## src/rtl/csg_pkg.sv

```systemverilog
package csg_pkg;
  typedef enum logic {
    GATE_STOPPED = 1'b0,
    GATE_RUNNING = 1'b1
  } gate_state_e;
endpackage

```

## src/rtl/csg_sync.sv

```systemverilog
module csg_sync #(
  parameter int STAGES = 2
) (
  input  logic clk,
  input  logic rst,
  input  logic din,
  output logic dout
);
  logic [STAGES-1:0] sr_q;

  always_ff @(posedge clk) begin
    if (rst) sr_q <= '1;
    else     sr_q <= {sr_q[STAGES-2:0], din};
  end

  assign dout = sr_q[STAGES-1];
endmodule

```

## src/rtl/csg_runctl.sv

```systemverilog
module csg_runctl
  import csg_pkg::*;
#(
  parameter int MIN_RUN = 10
) (
  input  logic clk,
  input  logic rst,
  input  logic run_req,
  output logic run_o,
  output logic stopped_o
);
  localparam int CW = $clog2(MIN_RUN);
  localparam logic [CW-1:0] LIM = CW'(MIN_RUN - 1);

  gate_state_e     st_q, st_d;
  logic [CW-1:0]   cnt_q, cnt_d;
  logic            stp_q;

  always_comb begin
    st_d  = st_q;
    cnt_d = cnt_q;
    if (st_q == GATE_STOPPED) begin
      cnt_d = '0;
      if (run_req) st_d = GATE_RUNNING;
    end else begin
      if (cnt_q != LIM) cnt_d = cnt_q + 1'b1;
      if (!run_req && cnt_q == LIM) st_d = GATE_STOPPED;
    end
  end

  always_ff @(posedge clk) begin
    if (rst) begin
      st_q  <= GATE_STOPPED;
      cnt_q <= '0;
      stp_q <= 1'b1;
    end else begin
      st_q  <= st_d;
      cnt_q <= cnt_d;
      stp_q <= (st_d == GATE_STOPPED);
    end
  end

  assign run_o     = (st_q == GATE_RUNNING);
  assign stopped_o = stp_q;

  AST_MIN_RUN: assert property (@(posedge clk) disable iff (rst)
    ($past(st_q) == GATE_RUNNING && st_q == GATE_STOPPED) |-> ($past(cnt_q) == LIM));
  AST_OFF_LATENCY: assert property (@(posedge clk) disable iff (rst)
    (st_q == GATE_RUNNING && !run_req && cnt_q == LIM) |=> (st_q == GATE_STOPPED));
  AST_ON_LATENCY: assert property (@(posedge clk) disable iff (rst)
    (st_q == GATE_STOPPED && run_req) |=> (st_q == GATE_RUNNING && !stopped_o));
endmodule

```

## src/rtl/csg_gatecell.sv

```systemverilog
module csg_gatecell (
  input  logic clk,
  input  logic rst,
  input  logic run,
  input  logic en,
  output logic gclk
);
  logic gate_q;

  always_ff @(negedge clk) begin
    if (rst) gate_q <= 1'b0;
    else     gate_q <= run & en;
  end

  assign gclk = clk & gate_q;

  AST_MASK_LOW: assert property (@(negedge clk) disable iff (rst)
    !$past(en) |-> !gclk);
  AST_RUN_LOW: assert property (@(negedge clk) disable iff (rst)
    !$past(run) |-> !gclk);
endmodule

```

## src/rtl/clk_stop_gate.sv

```systemverilog
module clk_stop_gate
  import csg_pkg::*;
#(
  parameter int NUM_OUT     = 4,
  parameter int MIN_RUN     = 10,
  parameter int SYNC_STAGES = 2
) (
  input  logic               clk,
  input  logic               rst,
  input  logic               stop_n,
  input  logic [NUM_OUT-1:0] en_mask,
  input  logic               en_free,
  output logic [NUM_OUT-1:0] gclk_o,
  output logic               free_clk_o,
  output logic               stopped_o
);
  logic run_req;
  logic run;

  csg_sync #(.STAGES(SYNC_STAGES)) u_sync (
    .clk (clk),
    .rst (rst),
    .din (stop_n),
    .dout(run_req)
  );

  csg_runctl #(.MIN_RUN(MIN_RUN)) u_ctl (
    .clk      (clk),
    .rst      (rst),
    .run_req  (run_req),
    .run_o    (run),
    .stopped_o(stopped_o)
  );

  for (genvar g = 0; g < NUM_OUT; g++) begin : g_cell
    csg_gatecell u_cell (
      .clk (clk),
      .rst (rst),
      .run (run),
      .en  (en_mask[g]),
      .gclk(gclk_o[g])
    );
  end

  csg_gatecell u_free (
    .clk (clk),
    .rst (rst),
    .run (1'b1),
    .en  (en_free),
    .gclk(free_clk_o)
  );

  AST_STOPPED_QUIET: assert property (@(negedge clk) disable iff (rst)
    $past(stopped_o) |-> (gclk_o == '0));
  AST_FREE_RUNS: assert property (@(negedge clk) disable iff (rst)
    ($past(en_free) && !$past(rst)) |-> free_clk_o);
endmodule

```

## config.mk

```make
export PLATFORM = sky130hd
export DESIGN_NAME = clk_stop_gate
export DESIGN_NICKNAME = d
export VERILOG_FILES = /design/src/rtl/csg_pkg.sv /design/src/rtl/csg_sync.sv /design/src/rtl/csg_runctl.sv /design/src/rtl/csg_gatecell.sv /design/src/rtl/clk_stop_gate.sv
export SDC_FILE = /design/constraint.sdc
export NUM_CORES = 1
export LEC_CHECK = 0
export ABC_AREA = 1
export CAP_MARGIN = 20
export CORE_UTILIZATION = 40
export CTS_BUF_LIST = sky130_fd_sc_hd__clkbuf_8 sky130_fd_sc_hd__clkbuf_16
export DETAILED_ROUTE_END_ITERATION = 6
export PLACE_DENSITY = 0.68
export SLEW_MARGIN = 20
export SYNTH_ARGS = -nofsm -noshare
export SYNTH_HDL_FRONTEND = slang
export SYNTH_SLANG_ARGS = --single-unit
```

## constraint.sdc

```tcl
create_clock -name clk -period 1.2 [get_ports clk]
set_input_delay 0.12 -clock clk [delete_from_list [all_inputs] [get_ports clk]]
set_output_delay 0.12 -clock clk [all_outputs]
set_load 0.01 [all_outputs]
```

======== After elaboration in Yosys (flattened, before gate mapping) ========
Index checks and enable logic that the tools add are counted.
word-level totals
  flip-flop bits (word level) ............. 13
  bits of input ports ..................... 8
  output and inout port bits .............. 6
cells by class
  $add $sub $neg .......................... 1
  equality and inequality tests ........... 2
  multiplexer cells ....................... 3
  bitwise gates (word level) .............. 11
  reductions and logical operators ........ 3
operators by type and width
  kind                   count
  $and A1 B1 Y1          9
  $add A4 B1 Y4 const B  1
  $eq A4 B4 Y1 const B   1
  $ne A4 B4 Y1 const B   1
  $mux W1                3
  $not A1 Y1             2
  $reduce_or A2 Y1       1
  $logic_and A1 B1 Y1    1
  $logic_not A1 Y1       1

======== Longest topological paths before layout ========
Gate-level depths: netlist of the first run.
  word-level depth ........................ 5
  mapped depth ............................ 6

======== Cells and area by module ========
A second synthesis of the first run with hierarchy kept.
unflattened totals
  cells, all modules ...................... 72
  area, all modules ....................... 544.3 µm²
by module, submodules not included
  module         instances  cells an instance  area an instance (µm²)  seq. area each (µm²)
  csg_runctl     1          34                 275.3                   120.1
  csg_gatecell   5          6                  41.3                    20.0
  csg_sync       1          7                  58.8                    40.0
  clk_stop_gate  1          1                  3.8                     0.0

==> impl_results.md, run 1 <==
- DRC viols: 0
- Initial antenna violation count: 0
- Clock Skew: around 0.082 ns
- Hold_buf cts: 0
- Setup WS post-layout: -0.447 ns
- CP startpoint kind: register
- Drt via density: between 4 and 5
- Fillers: 87
- Clock slew at reported path FFs: 0.05 ns
- Die Height: 38.2 um
- P&R area growth vs syn: 51.6%
- Most frequent cells in the layout: nand2_1, inv_1, dfxtp_1, nor2_1
- Port Buffers: 13
- Cell area after synthesis: approximately 520 um^2
- Share of layout cells above drive strength 1: 32.6%
- Net Count, Synth: between 70 and 80
- Sequential fraction of the synthesis area: roughly 50%
- Crit path capture type: primary output
- Slew headroom: between 80% and 90%
- Tot GR Track Use: between 15 and 20%
- Yosys warning count: 0
- CP max FO: 1
- RSZ-0062 raised after global routing: yes
- Placed Cells: 93
- Peak supply drop: 1050 uV
- Fin cells: between 100 and 150
- Yosys reg bits: 13
- Core area: 1160 um^2
- Hold Vio Cnt, Final: 0
- Worst-margin pin slew: 0.247 ns
- 1st-iter DRT viols: 4
- Cells along the critical path: nand2_1 > inv_1 > buf_6
- P_leak: 0.431 nW
- Max-cap viol count: 0
- Crit Path Class: register to primary output
- Largest net degree at the start of global routing: 8
- Placer congestion estimate: 0.690
- Number of global-route vias before repair: 455
- Synth cell types: 14
- Setup violations, final: 10
- Util after Layout: 68.7%
- Initial Utilization: 45.3%
- CTS tree: built
- Worst endpoint data arrival time: 1.53 ns
- Setup TNS: -2.21 ns
- HP Class: input pin to register
- Most common cell after layout, fill and taps aside: nand2_1
- PD cells: 2040 nW/um^2
- Post-route ant nets: 0
- Crit-path slowest cell: dfxtp_1
- Die X: 38.2 um
- Insertion delay to the later sink of the worst-skew pair: 0.43 ns
- Worst Path Required: 1.08 ns
- Ant diodes: 0
- Cells after Synth: 67
- Outcome: finished with violations
- DP Wirelength: 570 um
- Row count: 12
- GRT Residual Overflow: 0
- First-pass GRT wire length: 1550 um
- Wire per inst: 9.25 um
- Nets: 102
- Slowest stage delay, CP: around 0.3 ns
- Worst slack at placement: -0.409 ns
- Detailed Route WL: 980 um
- Die footprint: between 1000 and 1500 um^2
- Vias: 456
- Io pins: 14
- Max-slew violations: 0
- Failing checks: setup timing
- Syn Area/Cell: 7.82 um^2
- DR pass1 iterations: 3
==> synth_stat cells (all sizes together) <==
library cell   n  area [um^2]
nand2         18         75.1
nand3          2         15.0
or2            2         12.5
inv           13         48.8
nor2          10         37.5
dfxtp         13          260
xnor2          1         8.76
a21oi          1         5.00
nand4          1         6.26
ha             2         25.0
buf            4         30.0
==> power by group <==
part	total [mW]	internal [mW]	switching, mW
clock network	1.06	0.709	0.351
registers	0.473	0.458	0.0146
logic	0.0841	0.0486	0.0354
==> cell families (layout without fill, tap and decap cells) <==
family / after synthesis / after routing / share of synthesized area [%]
AND/OR/NAND/NOR: 33 / 33 / 27.9
buffers and inverters: 17 / 42 / 15.0
flip-flops: 13 / 13 / 49.6
adder cells (fa/ha/maj): 2 / 2 / 4.77
AO/OA/AOI/OAI: 1 / 1 / 0.954
XOR/XNOR: 1 / 1 / 1.67
==> final timing paths <==
check	cells past startpoint	slack, ns	to	start
max reg2reg	2	0.06	g_cell[1].u_cell.gate_q$_SDFF_NP0_	u_ctl.run_o$_SDFF_PP0_
max	3	-0.45	gclk_o[2]	g_cell[2].u_cell.gate_q$_SDFF_NP0_
min reg2reg	1	0.41	u_sync.sr_q[1]$_SDFF_PP1_	u_sync.sr_q[0]$_SDFF_PP1_
min	2	0.33	u_sync.sr_q[0]$_SDFF_PP1_	stop_n
==> through the flow <==
stage	hold WS, ns	instance area [um^2]	total power [mW]
floorplan	0.224	524	0.627
global placement	0.392	664	0.702
detailed placement	0.398	664	0.704
CTS	0.330	772	1.60
global route	0.326	795	1.71
finish	0.333	795	1.62
==> what timing repair did <==
| item | 4_1_cts | 5_1_grt |
|---|---|---|
| setup buffers | 0 | 0 |
| pin swaps | 3 | 1 |
| setup endpoints to repair | 12 | 10 |
| gates resized for setup | 22 | 7 |
==> critical path, delay by kind of cell (launching register included) <==
kind,cells,cell delay [ns]
buffers and inverters,2,0.15
flip-flops,1,0.30
AND/OR/NAND/NOR,1,0.05
==> area by class of cell <==
type                    count  area, um^2  share of cell area (%)
clock buffers              12         140                    17.6
multi-input cells          37         188                    23.6
flip-flops and latches     13         263                    33.1
repair buffers             11         101                    12.8
well taps                  14        17.5                    2.20
clock inverters            12        58.8                    7.40
inverters                   7        26.3                    3.31
==> routing by layer <==
layer  routed length (um)  GRT usage, %
met1                  371          12.6
met5                    0             0
met3                   97          20.9
met4                   32          25.0
met2                  478          25.4
==> registers in the layout, indices dropped and copies added (netlist names) <==
| name | count |
|---|---|
| g_cell.u_cell.gate_q | 4 |
| u_ctl.cnt_q | 4 |
| u_ctl.run_o | 1 |
| u_ctl.stopped_o | 1 |
| u_free.gate_q | 1 |
| u_sync.sr_q | 2 |
Note: power is estimated with default switching activity, not from simulation.
==> inputs of run 2 (changes only) <==
--- a/config.mk
+++ b/config.mk
@@ -5,12 +5,13 @@
 export SDC_FILE = /design/constraint.sdc
 export NUM_CORES = 1
 export LEC_CHECK = 0
-export ABC_AREA = 1
 export CAP_MARGIN = 20
-export CORE_UTILIZATION = 40
+export CORE_AREA = 2 2 39 41
 export CTS_BUF_LIST = sky130_fd_sc_hd__clkbuf_8 sky130_fd_sc_hd__clkbuf_16
 export DETAILED_ROUTE_END_ITERATION = 6
-export PLACE_DENSITY = 0.68
+export DIE_AREA = 0 0 41 43
+export MAX_ROUTING_LAYER = met4
+export PLACE_DENSITY = 0.67
 export SLEW_MARGIN = 20
 export SYNTH_ARGS = -nofsm -noshare
 export SYNTH_HDL_FRONTEND = slang
==> constraint.sdc (replaced) <==
create_clock -name clk -period 1.2 [get_ports clk]
set_input_delay 0.12 -clock clk [delete_from_list [all_inputs] [get_ports clk]]
set_output_delay 0.12 -clock clk [all_outputs]
set_load 0.02 [all_outputs]
==> impl_results.md, run 2 <==
- Hold slack: 0.339 ns
- Yosys top cell area share: 50.2%
- Logic pwr share: 4.4%
- Yosys reg bits: 13
- Register share of total power: 30.7%
- P_leak: 0.394 nW
- Crit path capture type: primary output
- First-pass GRT wire length: 1540 um
- Placer congestion estimate: 0.671
- Worst Setup SP: g_cell[1].u_cell.gate_q$_SDFF_NP0_
- Max-slew violations: 0
- Area contributors post-synth: dfxtp_1, and2_1, buf_4
- DP Wirelength: ~550 um
- Setup violations, final: 13
- Post-CTS Repair Setup Buffers: 0
- Ant diodes: 0
- DR pass1 iterations: 3
- HP Class: input pin to register
- Sw Pwr: ~0.38 mW
- Port Buffers: 13
- Cells after Synth: 50
- Clock power share: 65.0%
- Share of layout cells above drive strength 1: between 40% and 50%
- P&R area growth vs syn: 55.6%
- Largest area contributor in the netlist: dfxtp_1
- Die X: just over 40 um
- Hold Vio Cnt, Final: 0
- Critical path endpoint: gclk_o[1]
- Die Height: 43 um
- Tot GR Track Use: 13.9%
- Worst Path Required: 1.08 ns
- Outcome: finished with violations
- Setup WS post-layout: -0.492 ns
- Detailed Route WL: 792 um
- Vias: between 300 and 400
- Largest net degree at the start of global routing: 8
- Initial antenna violation count: 0
- Net Count, Synth: 60
- Failing checks: setup timing
- Peak supply drop: 1290 uV
- Worst-margin pin slew: 0.215 ns
- Row count: 14
- 1st-iter DRT viols: 2
- Clock slew at reported path FFs: 0.06 ns
- Synth cell types: 19
- Most frequent cells in the layout: dfxtp_1, inv_1, clkbuf_8, clkdlybuf4s50_1, and2_4
- FF-to-FF path depth: 2
- Yosys warning count: 0
- Worst Hold Launch: stop_n
- Die footprint: 1760 um^2
- Util after Layout: 58.2%
- CTS tree: built
- DRC viols: 0
- Initial Utilization: a little under two fifths
- CP max FO: 1
- Top-count cell post-synth: dfxtp_1
- Final Power: 1.50 mW
- Worst endpoint data arrival time: 1.57 ns
- Synth Flop Type: dfxtp_1
- Internal power: between 1 and 1.5 mW
- Syn Area/Cell: 10.4 um^2
- Reg2reg setup slack: 0 ns
- Post-route ant nets: 0
- PD cells: 1870 nW/um^2
- Number of flops mapped to enable cells by yosys: 0
- Core area: about 1400 um^2
- Slew headroom: 85.7%
- Max-cap viol count: 0
- Clock Skew: 0.0788 ns
- CP startpoint kind: register
- Hold_buf cts: 0
- Asr flop ratio synth: 0%
- Worst r2r src: u_ctl.run_o$_SDFF_PP0_
- Top Registers: g_cell.u_cell.gate_q x4, u_ctl.cnt_q x4, u_sync.sr_q x2
- Most common cell after layout, fill and taps aside: dfxtp_1
- Nets: 84
- Io pins: 14
- Insertion delay to the later sink of the worst-skew pair: 0.42 ns
- Top cells by count, synth: dfxtp_1, and2_1, buf_4, nor2_1
- Drt via density: 4.32
- Wire per inst: 8.80 um
- R2R Path End: g_cell[2].u_cell.gate_q$_SDFF_NP0_
- Crit Path Class: register to primary output
- GRT Residual Overflow: 0
- Cell area after synthesis: 518 um^2
- Sequential fraction of the synthesis area: 50.2%
- Number of global-route vias before repair: between 400 and 500
- Net Sw Frac: 25.2%
- RSZ-0062 raised after global routing: yes
==> run 2: metal layers <==
layer | routed length, um | track usage (%)
met3 | 77 | 11.0
met1 | 306 | 11.6
met5 | 0 | -
met2 | 398 | 17.5
met4 | 9 | 14.7
==> run 2: kinds of logic (layout without fill, tap and decap cells) <==
family,after synthesis,count (layout),synth area share (%)
compound gates,3,3,5.07
xor+xnor,2,2,3.38
fa+ha+maj,2,2,4.83
buf+inv,6,30,7.25
flops,13,13,50.2
simple gates,24,24,29.2
==> run 2: cell type report <==
type | instances | area (um^2)
Multi-Input combinational cell | 31 | 243
Timing Repair Buffer | 10 | 93.8
Inverter | 1 | 3.75
Fill cell | 116 | 578
Sequential cell | 13 | 267
Clock buffer | 12 | 153
Clock inverter | 7 | 26.3
Tap cell | 16 | 20.0
==> run 2: power by group through the flow <==
stage | clock, mW | combinational [mW] | sequential, mW
detailed placement | 0.149 | 0.0671 | 0.468
CTS | 0.989 | 0.0659 | 0.460
global placement | 0.149 | 0.0655 | 0.467
finish | 0.977 | 0.0658 | 0.462
floorplan | 0.141 | 0.0257 | 0.469
global route | 1.06 | 0.0745 | 0.463
==> run 2: through the flow <==
| step | setup TNS [ns] | setup slack [ns] | std cells | cell area (um^2) |
|---|---|---|---|---|
| after floorplan | -0.394 | -0.0556 | 50 | 544 |
| after global placement | -4.15 | -0.506 | 77 | 664 |
| after detailed placement | -4.21 | -0.511 | 77 | 664 |
| after CTS | -2.44 | -0.497 | 90 | 795 |
| after global routing | -2.71 | -0.524 | 90 | 806 |
| final | -2.41 | -0.492 | 90 | 806 |
==> run 2: how the worst min path moves through the flow <==
stage | to | slack [ns] | cells past startpoint
after floorplan | u_ctl.run_o$_SDFF_PP0_ | 0.18 | 1
after global placement | u_sync.sr_q[1]$_SDFF_PP1_ | 0.39 | 1
after detailed placement | u_sync.sr_q[1]$_SDFF_PP1_ | 0.40 | 1
after CTS | u_sync.sr_q[0]$_SDFF_PP1_ | 0.34 | 2
after global routing | u_sync.sr_q[0]$_SDFF_PP1_ | 0.36 | 2
final | u_sync.sr_q[0]$_SDFF_PP1_ | 0.34 | 2
==> run 2: timing repair <==
| action | 4_1_cts | 5_1_grt |
|---|---|---|
| endpoints found under the setup margin | 14 | 15 |
| pin swaps | 1 | 0 |
| resized for setup | 34 | 6 |
==> run 2: worst max-delay path: stages (launching register included) <==
cell and delay (ns):
dfxtp_2 0.30, and2_4 0.13, buf_6 0.12
